File: src/rtl/fault_alert_pkg.sv
package fault_alert_pkg;
  localparam int NFLT = 6;
  localparam int EN_BIT = 4;
  localparam logic [NFLT-1:0] ALL_MASK = '1;
  localparam logic [NFLT-1:0] EN_SET_MASK = NFLT'(1) << EN_BIT;
  localparam logic [NFLT-1:0] EN_CLR_MASK = ~EN_SET_MASK;
  localparam logic [NFLT-1:0] HOLD_OFF_MASK = NFLT'(7);

  typedef logic [NFLT-1:0] flags_t;

  // set beats clear; live conditions are folded into the set mask
  function automatic flags_t flags_next(input flags_t q, input flags_t clr,
                                        input flags_t set);
    return (q & ~clr) | set;
  endfunction

  // permission: overcurrent always blocks; mode picks latched vs live view
  function automatic logic permit_calc(input logic retry, input flags_t live,
                                       input flags_t q);
    logic blocked;
    if (retry) blocked = |(live & HOLD_OFF_MASK);
    else       blocked = |(q & HOLD_OFF_MASK);
    return !live[2] && !blocked;
  endfunction
endpackage

File: src/rtl/uv_filter.sv
module uv_filter #(
  parameter int UV_CYCLES = 100
) (
  input  logic clk,
  input  logic rst_n,
  input  logic uv_low,
  output logic uv_hit
);
  localparam int CW = $clog2(UV_CYCLES + 1);
  localparam logic [CW-1:0] LAST = CW'(UV_CYCLES - 1);

  logic [CW-1:0] cnt;

  assign uv_hit = uv_low && (cnt == LAST);

  always_ff @(posedge clk or negedge rst_n) begin
    if (!rst_n)          cnt <= '0;
    else if (!uv_low)    cnt <= '0;
    else if (cnt != LAST) cnt <= cnt + 1'b1;
  end

  assert_uv_restart_R4: assert property (@(posedge clk) disable iff (!rst_n)
    !uv_low |=> (cnt == '0));
  assert_uv_bound_R4: assert property (@(posedge clk) disable iff (!rst_n)
    cnt <= LAST);
endmodule

File: src/rtl/fault_latch.sv
module fault_latch
  import fault_alert_pkg::*;
(
  input  logic   clk,
  input  logic   rst_n,
  input  flags_t cond_live,
  input  logic   bus_wr,
  input  flags_t bus_wdata,
  input  logic   on_in,
  input  logic   ctl_on,
  input  logic   en_in,
  input  logic   uv_hit,
  input  logic   uvlo,
  output flags_t fault_q
);
  logic on_prev, ctl_prev, en_prev;
  logic off_evt, en_fall, full_clr;
  flags_t clr_mask, set_mask;

  assign off_evt  = (on_prev && !on_in) || (ctl_prev && !ctl_on);
  assign en_fall  = en_prev && !en_in;
  assign full_clr = off_evt || uv_hit || uvlo;

  always_comb begin
    clr_mask = '0;
    if (bus_wr)   clr_mask = clr_mask | ~bus_wdata;
    if (full_clr) clr_mask = clr_mask | ALL_MASK;
    if (en_fall)  clr_mask = clr_mask | EN_CLR_MASK;
    set_mask = cond_live | (en_fall ? EN_SET_MASK : '0);
  end

  always_ff @(posedge clk or negedge rst_n) begin
    if (!rst_n) begin
      on_prev  <= 1'b0;
      ctl_prev <= 1'b0;
      en_prev  <= 1'b0;
      fault_q  <= '0;
    end else begin
      on_prev  <= on_in;
      ctl_prev <= ctl_on;
      en_prev  <= en_in;
      fault_q  <= flags_next(fault_q, clr_mask, set_mask);
    end
  end

  assert_live_sets_R2: assert property (@(posedge clk) disable iff (!rst_n)
    (|cond_live) |=> ((fault_q & $past(cond_live)) == $past(cond_live)));
  assert_w1_keeps_R1: assert property (@(posedge clk) disable iff (!rst_n)
    (bus_wr && !full_clr && !en_fall)
      |=> ((fault_q & $past(bus_wdata & fault_q)) == $past(bus_wdata & fault_q)));
  assert_full_clear_R3: assert property (@(posedge clk) disable iff (!rst_n)
    (full_clr && cond_live == '0 && !en_fall) |=> (fault_q == '0));
  assert_en_sets_R6: assert property (@(posedge clk) disable iff (!rst_n)
    en_fall |=> fault_q[EN_BIT]);
  assert_en_clears_R6: assert property (@(posedge clk) disable iff (!rst_n)
    (en_fall && cond_live == '0) |=> ((fault_q & EN_CLR_MASK) == '0));
endmodule

File: src/rtl/alert_ctrl.sv
module alert_ctrl
  import fault_alert_pkg::*;
(
  input  logic   clk,
  input  logic   rst_n,
  input  flags_t fault_q,
  input  logic   gpo_force,
  input  logic   ara_ack,
  output logic   alert_pull_low,
  output logic   ara_resp
);
  flags_t acked;
  logic   alert_fault;
  logic   respond;

  assign alert_fault    = |(fault_q & ~acked);
  assign respond        = ara_ack && alert_fault;
  assign alert_pull_low = alert_fault || gpo_force;

  always_ff @(posedge clk or negedge rst_n) begin
    if (!rst_n) begin
      acked    <= '0;
      ara_resp <= 1'b0;
    end else begin
      // an acked bit is forgotten as soon as its flag clears
      acked    <= respond ? fault_q : (acked & fault_q);
      ara_resp <= respond;
    end
  end

  assert_resp_needs_fault_R7: assert property (@(posedge clk) disable iff (!rst_n)
    ara_resp |-> ($past(alert_fault) && $past(ara_ack)));
  assert_no_resp_forced_R9: assert property (@(posedge clk) disable iff (!rst_n)
    !alert_fault |=> !ara_resp);
  assert_quiet_after_ack_R8: assert property (@(posedge clk) disable iff (!rst_n)
    (respond && $stable(fault_q)) |=> (fault_q != $past(fault_q)) || !alert_fault);
endmodule

File: src/rtl/fault_alert_ctrl.sv
module fault_alert_ctrl
  import fault_alert_pkg::*;
#(
  parameter int UV_CYCLES = 100
) (
  input  logic       clk,
  input  logic       rst_n,
  input  logic [5:0] cond_live,
  input  logic       bus_wr,
  input  logic [5:0] bus_wdata,
  input  logic       on_in,
  input  logic       ctl_on,
  input  logic       en_in,
  input  logic       uv_low,
  input  logic       uvlo,
  input  logic       auto_retry,
  input  logic       gpo_force,
  input  logic       ara_ack,
  output logic [5:0] fault_q,
  output logic       alert_pull_low,
  output logic       ara_resp,
  output logic       sw_permit
);
  logic uv_hit;

  uv_filter #(.UV_CYCLES(UV_CYCLES)) u_uv (
    .clk(clk), .rst_n(rst_n), .uv_low(uv_low), .uv_hit(uv_hit)
  );

  fault_latch u_latch (
    .clk(clk), .rst_n(rst_n), .cond_live(cond_live), .bus_wr(bus_wr),
    .bus_wdata(bus_wdata), .on_in(on_in), .ctl_on(ctl_on), .en_in(en_in),
    .uv_hit(uv_hit), .uvlo(uvlo), .fault_q(fault_q)
  );

  alert_ctrl u_alert (
    .clk(clk), .rst_n(rst_n), .fault_q(fault_q), .gpo_force(gpo_force),
    .ara_ack(ara_ack), .alert_pull_low(alert_pull_low), .ara_resp(ara_resp)
  );

  assign sw_permit = permit_calc(auto_retry, cond_live, fault_q);

  assert_latched_blocks_R10: assert property (@(posedge clk) disable iff (!rst_n)
    (!auto_retry && |fault_q[2:0]) |-> !sw_permit);
  assert_retry_ignores_latch_R11: assert property (@(posedge clk) disable iff (!rst_n)
    (auto_retry && cond_live[2:0] == 3'b000) |-> sw_permit);
  assert_retry_keeps_flags_R11: assert property (@(posedge clk) disable iff (!rst_n)
    (auto_retry && !bus_wr && !uvlo && !uv_hit && !$fell(on_in) && !$fell(ctl_on)
     && !$fell(en_in) && $past(rst_n)) |=> ((fault_q & $past(fault_q)) == $past(fault_q)));
endmodule

File: config.mk
export PLATFORM = sky130hd
export DESIGN_NAME = fault_alert_ctrl
export DESIGN_NICKNAME = d
export VERILOG_FILES = /design/src/rtl/fault_alert_pkg.sv /design/src/rtl/uv_filter.sv /design/src/rtl/fault_latch.sv /design/src/rtl/alert_ctrl.sv /design/src/rtl/fault_alert_ctrl.sv
export SDC_FILE = /design/constraint.sdc
export NUM_CORES = 1
export LEC_CHECK = 0
export BUFFER_PORTS_ARGS = -buffer_cell sky130_fd_sc_hd__clkbuf_2
export CAP_MARGIN = 0
export CELL_PAD_IN_SITES_DETAIL_PLACEMENT = 0
export CELL_PAD_IN_SITES_GLOBAL_PLACEMENT = 1
export CORE_MARGIN = 8
export CORE_UTILIZATION = 37
export DETAILED_ROUTE_END_ITERATION = 7
export PLACE_DENSITY_LB_ADDON = 0.12
export SYNTH_ARGS = -nofsm -noshare
export SYNTH_HDL_FRONTEND = slang
export SYNTH_SLANG_ARGS = --single-unit
File: constraint.sdc
create_clock -name clk -period 1.65 [get_ports clk]
set_clock_uncertainty 0.05 [all_clocks]
set_input_delay 0.0825 -clock clk [delete_from_list [all_inputs] [get_ports clk]]
set_output_delay 0.0825 -clock clk [all_outputs]
set_load 0.05 [all_outputs]
# After elaboration in Yosys (flattened, before gate mapping)
# Cells that the tools add are included.
# Widths: inputs -> output; s select.
# word_totals
ff_bits	23
in_bits	23
output_inout_bits	9
word_cells	45
# classes
addsub	1
n_eq_ne	3
muxes	8
n_bitwise	8
reduce_logical	18
# op_table
operator	count
$mux 6	4
$and 6x6->6	3
$not 6->6	3
$mux 7	2
$or 6x6->6	2
$add 7x1->7 const B	1
$eq 7x7->1 const B	1
$ne 7x7->1 const B	1
$logic_and 1x1->1	6
$reduce_or 3->1	2
$reduce_or 6->1	1
$logic_not 1->1	5
$mux 5	1
$logic_or 1x1->1	4
$ne 2x1->1 const B	1
$mux 1	1

# Depth between registers and ports, before layout
# depth
depth_word	10
ltp_mapped	4
depth_no_buf	4

# Modules after synthesis
# Synthesis repeated with hierarchy kept, for this count alone.
# unflattened
cells_unflattened	89
hier_area_um2	1089.8
# modules_own_cells
mod	instances	cells_per_inst	area_per_inst_um2	seq_area_each_um2
fault_latch	1	27	384.1	225.2
uv_filter	1	36	376.6	175.2
alert_ctrl	1	23	307.8	175.2
fault_alert_ctrl	1	3	21.3	0.0

# Worst setup path after synthesis
# OpenSTA, ideal clock, no wires.
# synth_path
path_type	register -> output
startpoint	register u_latch.fault_q[5]
endpoint	output port alert_pull_low
t_arrival_ns	1.669
t_required_ns	1.517
path_slack_ns	-0.151
stages_incl_launch_ff	4
n_path_buf	0
path_cell_list	dfrtp_1 -> nor2b_1 -> a2111oi_0 -> nand3b_1
# synth_between
elab_chain_len	3
# synth_rtl
element	line_no	text
start, declared	fault_latch.sv:14	output flags_t fault_q
start signal, assigned	fault_latch.sv:42	fault_q <= flags_next(fault_q, clr_mask, set_mask);
$and 6x6->6	alert_ctrl.sv:16	assign alert_fault = |(fault_q & ~acked);
$reduce_or 6->1	alert_ctrl.sv:16	
$logic_or 1x1->1	alert_ctrl.sv:18	assign alert_pull_low = alert_fault || gpo_force;
end, declared	fault_alert_ctrl.sv:20	output logic alert_pull_low,
# No other way between the ends.

# Worst setup path after layout
# layout_path
startpoint	register u_latch.fault_q[3]
endpoint	output port alert_pull_low
# The elaborated chain is that of the path after synthesis.

==> qor.yml <==
grt:
  grt_antenna_before_repair: 0
  grt_start_max_net_pins: 24
  grt_pass1_vias: 897
  gr-usage-all-layers: 0.111
  grt_pass1_wl_mm: 4.02
  gr-total-overflow: 0
sta:
  hold_ws_ns: 0.0395
  fmax_mhz: 618
  setup_viol: 0
  tightestPinTransition_ns: 0.556
  finalCritPeriodShare: 0.981
  slew_headroom: 0.630
  finalHoldViolations: 0
  rsz0062_at_grt: "yes"
  drv_slew: 0
  period_needed_ns: 1.62
yosys:
  yosys.cell_count.top_type: "dfrtp_1"
  synth_ff_type: "dfrtp_1"
  synth_edf_count: 0
  syn_nets: 119
  yosysTopAreaCell: "dfrtp_1"
  synth_cell_types: 26
  synth-seq-cells: 23
  synth-warning-count: 0
  ys_top_cells_by_count: "dfrtp_1, inv_1, o21ai_0"
  yosysSeqAreaShare: 0.566
  synth.avg_cell_area_um2: 10.7
  async_flop_share: 1.00
  synth_area_leaders: "dfrtp_1, o21a_1, o21ai_0"
  synth_top_cell_area_share: 0.566
  netlist_area_mm2: 0.00102
  syn_inst: 95
setup_path:
  crit_path_max_fanout: 2
  rr_worst_depth: 3
  crit_path_start_kind: "flop"
  reg2reg_from: "u_uv.cnt[2]$_DFFE_PN0N_"
  crit_end: "alert_pull_low"
  arrival_ns: 1.49
  critPathMaxStageDelay_ns: 0.41
  crit_slowest_cell: "dfrtp_1"
  r2r_setup_slack_ns: 0.09
  path_class: "flop to primary output"
  cp-end-kind: "primary output"
  crit_path_start: "u_latch.fault_q[3]$_DFF_PN0_"
  path_cells: "nor2b_4, a2111oi_4, nand3b_1, clkbuf_8"
  worstReg2RegEnd: "u_uv.cnt[1]$_DFFE_PN0N_"
  crit_required_ns: 1.52
drt:
  routedWlPerCell_um: 13.5
  wl_mm: 2.37
  drc_errors: 0
  num_vias: 851
  antenna_left: 0
  viasPerCell: 4.84
  dr.pass1.iters: 4
  drtIter0Drc: 20
finish:
  fin_nets: 170
  multi_input_area_um2: 449
  nFillCells: 258
  antenna_cells: 0
  final_util: 0.539
  register_area_um2: 578
  drive_gt1_frac: 0.338
  area_growth_syn_to_layout_pct: 42.4
die:
  dieArea_mm2: 0.00468
  initial_core_util: 0.379
  num_rows: 19
  core_area_mm2: 0.00269
  die_w_um: 68.4
  die_h_um: 68.4
  ioPinCount: 32
power:
  leakage_nw: 0.673
  power.density_mw_per_mm2: 762
  ir_worst_vdd_v: 0.000592
clock_tree:
  tritoncts: "yes"
  clock_path_buffers: 2
  root_buffer: "clkbuf_4"
  clock_latency_ns: 0.30
  tritoncts.num_buffers: 3
  cts.clk_slew.worst_paths_ns: 0.12
  clkSinkCount: 23
  h-tree-depth: 1
place:
  place_congestion: 0.745
  dpl.hpwl_mm: 1.85
  portBuffers: 31
flow_run:
  drv_cap: 0
run_status:
  status: "complete, no violations"
min_path:
  hold_class: "input port to flop"
## metal layers
metal	routed length, um	vias up	track usage
met5	0	-	0
met4	17	0	0.0384
met3	124	2	0.0213
met2	1240	14	0.187
met1	986	395	0.138
li1	-	440	-
## worst min-delay path by stage
stage,from,slack (ns),end,cells after the start
final,ara_ack,0.04,u_alert.acked[5]$_DFF_PN0_,2
after global routing,ara_ack,0.06,u_alert.acked[5]$_DFF_PN0_,2
after CTS,ara_ack,0.04,u_alert.acked[5]$_DFF_PN0_,2
after detailed placement,rst_n,0.05,u_alert.acked[3]$_DFF_PN0_,1
after global placement,rst_n,0.06,u_alert.acked[3]$_DFF_PN0_,1
after floorplan,rst_n,-0.26,u_alert.acked[0]$_DFF_PN0_,0
## placed cells by master, fill, tap and decap left out, types with 2 or more instances in the layout
| master | instances |
|---|---|
| o31ai_1 | 5 |
| a21oi_1 | 3 |
| nor2b_1 | 2 |
| dfrtp_2 | 2 |
| clkbuf_2 | 29 |
| nand3_1 | 3 |
| xor2_1 | 2 |
| inv_1 | 12 |
| dlygate4sd3_1 | 10 |
| nand2b_1 | 3 |
| buf_4 | 5 |
| nor2_1 | 3 |
| nand3b_1 | 2 |
| nor3_1 | 3 |
| dfrtp_1 | 21 |
| o21a_1 | 7 |
| o21ai_0 | 9 |
| or3_1 | 3 |
| clkbuf_4 | 3 |
## logic make-up (layout without fill, tap and decap cells)
family / count (synthesis) / after routing / synth area share
AO/OA/AOI/OAI: 29 / 29 / 0.186
XOR/XNOR: 3 / 3 / 0.0258
adder cells (fa/ha/maj): 1 / 1 / 0.0123
buffers and inverters: 12 / 62 / 0.0443
flip-flops: 23 / 23 / 0.566
AND/OR/NAND/NOR: 27 / 27 / 0.166
## critical path: cells and delay by family, from the launching register on
family | cells | cell delay, ns
AO/OA/AOI/OAI | 1 | 0.33
AND/OR/NAND/NOR | 2 | 0.26
buffers and inverters | 1 | 0.19
flip-flops | 1 | 0.41
## cell type report
class,instances,share of cell area
Multi-Input combinational cell,60,0.310
Timing Repair Buffer,46,0.215
Clock buffer,4,0.0181
Tap cell,31,0.0268
Sequential cell,23,0.399
Inverter,12,0.0311
## through the flow
stage | cells | area, um2 | TNS, ns | setup slack [ns] | total power, mW
after global routing | 176 | 1450 | -0.116 | -0.0905 | 1.16
after detailed placement | 161 | 1250 | 0 | 0.0570 | 0.826
after global placement | 161 | 1250 | 0 | 0.0867 | 0.824
final | 176 | 1450 | 0 | 0.0316 | 1.10
after floorplan | 95 | 1020 | -0.0829 | -0.0829 | 0.743
after CTS | 176 | 1420 | -0.00344 | -0.00344 | 1.11
## state kept, by name, indices dropped and copies added, names as in the netlist
signal and cells:
u_latch.ctl_prev 1, u_alert.acked 6, u_latch.on_prev 1, u_alert.ara_resp 1
u_uv.cnt 7, u_latch.en_prev 1, u_latch.fault_q 6
## power by group
part | switching, mW | internal [mW]
Sequential | 0.0261 | 0.599
Clock | 0.154 | 0.0941
Combinational | 0.133 | 0.0979
## timing repair
action,4_1_cts,5_1_grt
endpoints found under the setup margin,2,5
hold endpoints to repair,32,0
resized for setup,9,6
pin swaps,2,4
hold buffers,10,0
buffers inserted,1,0
(Power assumes the default switching activity.)
